==> config.mk <==
export PLATFORM = sky130hd
export DESIGN_NAME = cmd_fifo_engine
export DESIGN_NICKNAME = d
export VERILOG_FILES = /design/src/rtl/cmd_fifo_engine.sv
export SDC_FILE = /design/constraint.sdc
export NUM_CORES = 1
export LEC_CHECK = 0
export BUFFER_PORTS_ARGS = -buffer_cell sky130_fd_sc_hd__buf_4
export CORE_MARGIN = 2
export CORE_UTILIZATION = 55
export CTS_BUF_LIST = sky130_fd_sc_hd__clkbuf_2
export CTS_CLUSTER_DIAMETER = 40
export DETAILED_ROUTE_END_ITERATION = 10
export MAX_ROUTING_LAYER = met4
export PLACE_DENSITY = 0.68
export SYNTH_ARGS = -nofsm -noshare
export SYNTH_HDL_FRONTEND = slang
export SYNTH_SLANG_ARGS = --single-unit
export TNS_END_PERCENT = 10
==> constraint.sdc <==
create_clock -name clk -period 7.23 [get_ports clk]
set_input_delay 1.0845 -clock clk [delete_from_list [all_inputs] [get_ports clk]]
set_output_delay 1.0845 -clock clk [all_outputs]
set_load 0.05 [all_outputs]
==> src/rtl/cmd_fifo_engine.sv <==
module cmd_fifo_engine #(
  parameter int DEPTH = 64,
  parameter int HDR_LEN = 10,
  parameter int ADDR_W = 12,
  parameter logic [ADDR_W-1:0] STS_OFF = 'h018,
  parameter logic [ADDR_W-1:0] FIFO_OFF = 'h024
) (
  input  logic                     clk,
  input  logic                     rst_n,
  input  logic                     reg_wr,
  input  logic                     reg_rd,
  input  logic [ADDR_W-1:0]        reg_addr,
  input  logic [7:0]               reg_wdata,
  output logic [7:0]               reg_rdata,
  output logic                     exec_start,
  input  logic [$clog2(DEPTH)-1:0] ex_addr,
  output logic [7:0]               ex_rdata,
  input  logic                     ex_we,
  input  logic [7:0]               ex_wdata,
  input  logic                     ex_done,
  input  logic [15:0]              ex_rsp_len
);
  localparam int AW = $clog2(DEPTH);
  localparam int CW = AW + 1;
  localparam logic [CW-1:0] DEPTH_C = CW'(DEPTH);
  localparam logic [CW-1:0] HDR_C = CW'(HDR_LEN);

  typedef enum logic [2:0] {S_IDLE, S_READY, S_RECV, S_EXEC, S_DONE} state_t;

  state_t          st;
  logic [CW-1:0]   cnt, need, rlen, rptr;
  logic [23:0]     len_sh;
  logic [7:0]      mem [DEPTH];

  logic sts_sel, fifo_sel, sts_wr, abort, go, fifo_wr, fifo_rd;
  logic take, go_ok, pop, expect_f, davail;
  logic [7:0] status;
  logic [CW-1:0] burst_n;
  logic [15:0] burst;

  assign sts_sel  = reg_addr == STS_OFF;
  assign fifo_sel = reg_addr == FIFO_OFF;
  assign sts_wr   = reg_wr && sts_sel;
  assign abort    = sts_wr && reg_wdata[6];
  assign go       = sts_wr && reg_wdata[5] && !reg_wdata[6];
  assign fifo_wr  = reg_wr && fifo_sel;
  assign fifo_rd  = reg_rd && fifo_sel;

  assign expect_f = (st == S_READY) || (st == S_RECV && cnt < need);
  assign davail   = (st == S_DONE) && (rptr < rlen);
  assign take     = fifo_wr && expect_f;
  assign go_ok    = go && st == S_RECV && cnt == need;
  assign pop      = fifo_rd && davail;

  function automatic logic [CW-1:0] len_clamp(input logic [31:0] v);
    if (v < 32'(HDR_LEN)) return HDR_C;
    if (v > 32'(DEPTH)) return DEPTH_C;
    return v[CW-1:0];
  endfunction

  always_ff @(posedge clk) begin
    if (!rst_n) begin
      st <= S_IDLE;
      cnt <= '0;
      need <= HDR_C;
      rlen <= '0;
      rptr <= '0;
      len_sh <= '0;
      exec_start <= 1'b0;
    end else begin
      exec_start <= 1'b0;
      if (abort) begin
        st <= S_READY;
        cnt <= '0;
        need <= HDR_C;
        rlen <= '0;
        rptr <= '0;
      end else begin
        case (st)
          S_READY, S_RECV: begin
            if (take) begin
              st <= S_RECV;
              cnt <= cnt + 1'b1;
              if (cnt >= CW'(2) && cnt <= CW'(5)) len_sh <= {len_sh[15:0], reg_wdata};
              if (cnt == CW'(5)) need <= len_clamp({len_sh, reg_wdata});
            end else if (go_ok) begin
              st <= S_EXEC;
              exec_start <= 1'b1;
            end
          end
          S_EXEC: if (ex_done) begin
            st <= S_DONE;
            rlen <= (ex_rsp_len > 16'(DEPTH)) ? DEPTH_C : ex_rsp_len[CW-1:0];
            rptr <= '0;
          end
          S_DONE: if (pop) rptr <= rptr + 1'b1;
          default: ;
        endcase
      end
    end
  end

  always_ff @(posedge clk) begin
    if (take) mem[cnt[AW-1:0]] <= reg_wdata;
    else if (st == S_EXEC && ex_we) mem[ex_addr] <= ex_wdata;
  end

  assign status  = {st != S_IDLE, st == S_READY, 1'b0, davail, expect_f, 3'b000};
  assign burst_n = (st == S_READY || st == S_RECV) ? DEPTH_C - cnt :
                   (st == S_DONE) ? rlen - rptr : '0;
  assign burst   = 16'(burst_n);
  assign ex_rdata = mem[ex_addr];

  always_comb begin
    reg_rdata = 8'h00;
    if (sts_sel) reg_rdata = status;
    else if (reg_addr == STS_OFF + 1'b1) reg_rdata = burst[7:0];
    else if (reg_addr == STS_OFF + 2'd2) reg_rdata = burst[15:8];
    else if (fifo_sel && davail) reg_rdata = mem[rptr[AW-1:0]];
  end

  assert_expect_drop_R3: assert property (@(posedge clk) disable iff (!rst_n)
    (fifo_wr && st == S_RECV && cnt + 1'b1 == need) |=> !status[3]);

  assert_flags_exclusive_R3: assert property (@(posedge clk) disable iff (!rst_n)
    $onehot0({status[3], status[4]}));

  assert_drop_outside_R5: assert property (@(posedge clk) disable iff (!rst_n)
    (fifo_wr && (st == S_IDLE || st == S_EXEC || st == S_DONE)) |=> $stable(cnt));

  assert_early_go_R6: assert property (@(posedge clk) disable iff (!rst_n)
    (go && st == S_RECV && cnt != need) |=> (st == S_RECV && !exec_start));

  assert_start_pulse_R6: assert property (@(posedge clk) disable iff (!rst_n)
    exec_start |=> !exec_start);

  assert_davail_hold_R7: assert property (@(posedge clk) disable iff (!rst_n)
    (davail && !fifo_rd && !abort) |=> davail);

  assert_abort_R9: assert property (@(posedge clk) disable iff (!rst_n)
    abort |=> (st == S_READY && burst == 16'(DEPTH)));
endmodule

Word-level counts from Yosys, hierarchy flattened. Memory sizes are Yosys's and may differ from the RTL's. A register that Yosys moved wholly into a read port is not among the register bits. Cells that the tools add are included. W data, S select, Z words.

Muxes and demuxes: 43. Equality and inequality tests: 15. Magnitude comparators: 7. Bitwise gates (word level): 3. Add/subtract/negate cells: 4. Reduce and logical (&&, ||, !) cells: 33.

Operators by type and width (number): $mux W7 (9); $mux W8 (5); $eq A12 B5 Y1 const B (3); $gt A32 B7 Y1 const B (1); $lt A32 B4 Y1 const B (1); $mux W1 (21); $mux W6 (3); $gt A16 B7 Y1 const B (1); $logic_and A1 B1 Y1 (15); $add A7 B1 Y7 const B (2); $lt A7 B7 Y1 (2); $pmux W7 S2 (1); $eq A12 B6 Y1 const B (1); $reduce_and A3 Y1 (4); $mux W3 (3); $reduce_or A8 Y1 (1); $eq A7 B3 Y1 const B (1); $eq A7 B7 Y1 (1); $ge A7 B2 Y1 const B (1); $le A7 B3 Y1 const B (1); $sub A7 B7 Y7 (1); $sub A7 B7 Y7 const A (1); $eq A3 B2 Y1 const B (2); $ne A3 B3 Y1 const B (2); other kinds (14) (22).

RAM bits: 512. Flip-flop bits (word level): 56. Memories kept: 1. Output and inout bits: 17. Input bits: 56. Word-level logic and storage cells: 114.

Memories: mem (words 64, bits a word 8, read ports 2, clocked after Yosys merged registers in 1, wr ports 1, line 33) `logic [7:0] mem [DEPTH];`.

Longest topological paths before layout.
Depth after elaboration: 16. Depth in mapped cells: 11. Depth with buffers taken out: 10.

Worst setup path before layout. OpenSTA, ideal clock, no wires.

Path type: input-to-output. Start point: input reg_addr[10]. End point: output reg_rdata[5]. Data required time: 6.145 ns. Setup slack: 2.414 ns. Stages on the path: 6. Buffers on the path: 0. Arrival time: 3.731 ns. Path through: or4_4 nor4_1 and3_1 o21a_1 o311ai_0 a211oi_1.

Cells in the longest elaborated chain, start to end: 6. Elaborated cells on any way between the ends: 9. Classes of those cells: 4 x eq/ne; 4 x mux; 1 x reduce/logical.

RTL lines: start: declaration (line 12) `input logic [ADDR_W-1:0] reg_addr,`; $eq A12 B6 Y1 (line 42) `assign fifo_sel = reg_addr == FIFO_OFF;`; $logic_and A1 B1 Y1 (line 119) `else if (fifo_sel && davail) reg_rdata = mem[rptr[AW-1:0]];`; $mux W8 (line 119); $mux W8 (line 118) `else if (reg_addr == STS_OFF + 2'd2) reg_rdata = burst[15:8];`; $mux W8 (line 117) `else if (reg_addr == STS_OFF + 1'b1) reg_rdata = burst[7:0];`; $mux W8 (*) (line 116) `if (sts_sel) reg_rdata = status;`; end: declaration (line 14) `output logic [7:0] reg_rdata,`.

Mark *: on every way between the ends. The rest lies on a longest branch, timed or not.

==> results.toml <==
[run_status]
status = "finished, final reports clean"

[final_layout]
num-fill-cells = 3807
drive_gt1_share_pct = 33.63
stdcell_area_um2 = 30370
multi_input_area_um2 = 10540
final_core_util_pct = 60.66
seqCellArea_um2 = 16620
area_delta_synth_final_pct = 9.289
fin_nets = 1858

[logic_synthesis]
yosys-top-cells-area = "edfxtp_1, mux4_2, dfxtp_1"
ys.flop_type = "edfxtp_1"
syn_inst = 1633
syn_area_um2 = 27790
synth_seq_area_share_pct = 59.79
ys_async_sr_fraction_pct = 0
synth_warnings = 0
synth_edf_count = 512
synth_area_per_cell_um2 = 17.02
syn-num-nets = 1709
synth.distinct_cells = 74
ys_ff_latch = 574
synth.largest_area_cell = "edfxtp_1"
synth_top_area_share_pct = 55.33

[global_route]
grt_pass1_vias = 17250
gr-total-overflow = 0
grt_max_degree = 82
antenna_found_initial = 4
grt_pass1_wl_mm = 113.0
grt_usage_pct = 31.16

[place]
post-place-ws_ps = 1874
hpwl_mm = 47.96
gp_congestion = 0.8936
port_buffers = 72
placed_area_um2 = 28900

[clocking]
cts_sinks = 574
htree_levels = 4
ctsResizeCount = 0
cts_tree = "built"
cts-root-buf = "clkbuf_2"
numCtsBuffers = 146
clockBufferDepth = 3
post_cts_buffers = 0
path_clk_slew_ps = 80
cts_hold_buffers = 17
clock_latency_ps = 1360

[routing]
drc = 0
wl_per_cell_um = 30.02
vias = 17290
drt_iter0_drc = 2057
drt-total-wl_mm = 77.17
via_per_inst = 6.726
antenna_left = 0
firstDrtPassIters = 6

[power]
p_total_mw = 6.119
ir_drop_mv = 0.2009
clockPowerShare_pct = 35.6
power_leakage_nw = 9.547
switchingPower_mw = 1.557
combPwrFrac_pct = 5.6
p_int_mw = 4.562
swShare_pct = 25.45
power_density_nw_per_um2 = 201.5
p_seq_share_pct = 58.8

[floorplanning]
row_count = 82
die_h_um = 228.8
ios = 73
start_util_pct = 55.50
die_w_um = 228.8
core_um2 = 50070
die_area_um2 = 52340

[timing]
period_share_pct = 82.56
period_minus_slack_ps = 5969
setup_ws_ps = 1261
max_slew.worst_pin.slew_ps = 1339
maxSlewViolCount = 0
finalSetupViolCount = 0
hold_viol_final = 0
fin_skew_ps = 82.14
rsz0062_at_grt = "no"
slew_headroom_pct = 10.37
timing.fmax_mhz = 167.5
finalSetupTns_ps = 0

[critical_path]
critPathMaxStageDelay_ps = 790
cp_num_cells = 7
worst-path-buf-inv = 2
crit_fanout = 27
crit_family = "compound AO/OA/AOI/OAI gates"
crit_chain = "buf_4, nor2_1, a22oi_1, a21boi_0, o311ai_0, a211oi_1, buf_4"
critPathLaunchType = "register"
crit_slowest_cell = "nor2_1"
crit_top_cell = "buf_4"
crit_required_ps = 6150
crit_type = "register to primary output"
reg2reg_depth = 7
worstPathArrival_ps = 4880
ff2ff_setup_slack_ps = 2450
cp-end-kind = "primary output"

[hold_path]
hold_path_class = "input port to register"
holdPathStages = 4

[job]
drv_cap = 0
==> sequential cells by signal, summed over array words and instances, names as in the netlist, named ones only <==
register    count
exec_start      1
rlen            7
rptr            7
mem           512
cnt             7
len_sh         24
need            7
st              3
==> cell type report <==
| cell class | instances | share of cell area [%] |
|---|---|---|
| well taps | 672 | 2.769 |
| multi-input cells | 918 | 34.71 |
| inverters | 27 | 0.3337 |
| repair buffers | 115 | 3.180 |
| diodes | 5 | 0.04120 |
| flip-flops and latches | 574 | 54.74 |
| clock inverters | 51 | 0.7828 |
| clock buffers | 209 | 3.444 |
==> cell families after synthesis <==
kind of cell / synth area share (%)
DFF: 59.79
and+or+nand+nor: 5.232
muxes: 26.63
AOI/OAI and AO/OA: 4.827
xor gates and xnor gates: 0.3152
adders and majority gates: 0.9275
buffers and inverters: 2.274
==> per-layer routing <==
| layer | wire length, um | vias to the layer above | GRT usage, % |
|---|---|---|---|
| met4 | 2712 | 0 | 12.16 |
| met2 | 36590 | 1117 | 46.98 |
| li1 | - | 7149 | - |
| met1 | 29060 | 8839 | 40.48 |
| met5 | 0 | - | - |
| met3 | 8807 | 187 | 8.945 |
==> synth_stat cells, types with 3 or more instances <==
cell / instances
nor3_1: 9
o211ai_1: 13
a31o_2: 4
nor2_1: 111
nand2b_1: 11
o21ai_1: 8
a21o_1: 4
o31a_1: 3
edfxtp_1: 512
a31oi_1: 12
nand2_1: 81
a21oi_1: 25
a21boi_0: 3
a22o_1: 6
o31ai_1: 3
o21a_1: 4
o21ai_0: 29
dfxtp_1: 62
and3_1: 4
nand4_1: 9
mux4_2: 272
and2_1: 7
nor2b_1: 10
buf_1: 13
xor2_1: 5
a211oi_1: 8
inv_1: 25
mux2_2: 19
xnor2_1: 5
nand3_1: 26
buf_4: 4
a22oi_1: 34
a221oi_1: 3
nand3b_1: 6
or3_1: 6
buf_2: 38
a2111oi_0: 3
nor4_1: 12
o211a_1: 3
clkbuf_1: 56
ha_1: 19
mux2i_1: 106
==> layout by cell type, fill, tap and decap left out, types with 6 or more instances in the layout <==
cell,count
nor4_1,12
and2_1,7
mux2_2,19
nand2b_1,11
nand4_1,9
ha_1,19
mux2i_1,106
inv_1,25
o211ai_1,13
nand2_1,81
dlygate4sd3_1,17
nor3_1,9
a211oi_1,8
a31oi_1,12
clkinv_1,33
a21oi_1,25
nor2b_1,10
o21ai_0,29
mux4_2,272
nand3_1,26
a22oi_1,34
edfxtp_1,512
nor2_1,111
buf_4,92
or3_1,6
clkinv_2,16
clkbuf_2,209
o21ai_1,8
dfxtp_1,59
a22o_1,6
nand3b_1,6
==> path summary, 6_finish.rpt <==
path	startpoint	endpoint
hold / removal	reg_addr[0]	exec_start$_SDFF_PP0_
setup / recovery	register	reg_rdata[5]
setup reg to reg	cnt[4]$_SDFFE_PP0P_	mem[51][4]$_DFFE_PP_
hold reg to reg	len_sh[20]$_SDFFE_PN0P_	len_sh[20]$_SDFFE_PN0P_
==> power by group through the flow <==
stage	sequential (mW)	clock, mW	combinational (mW)
floorplan	3.68	0	0.212
global placement	3.68	0	0.328
detailed placement	3.68	0	0.335
CTS	3.60	2.21	0.342
global route	3.60	2.39	0.360
finish	3.60	2.18	0.341
==> worst register-to-register path: cells and delay by family, from the launching register on <==
family | cells | cell delay (ps)
simple gates | 1 | 1160
compound gates | 5 | 2100
fa+ha+maj | 1 | 360
flops | 1 | 750
==> per-stage QoR <==
step	std cells	hold WS, ps
global placement	2289	443.7
global route	2571	75.77
floorplan	1633	434.4
detailed placement	2289	451.2
CTS	2566	32.50
finish	2571	168.3
Note: power is estimated with default switching activity, not from simulation.
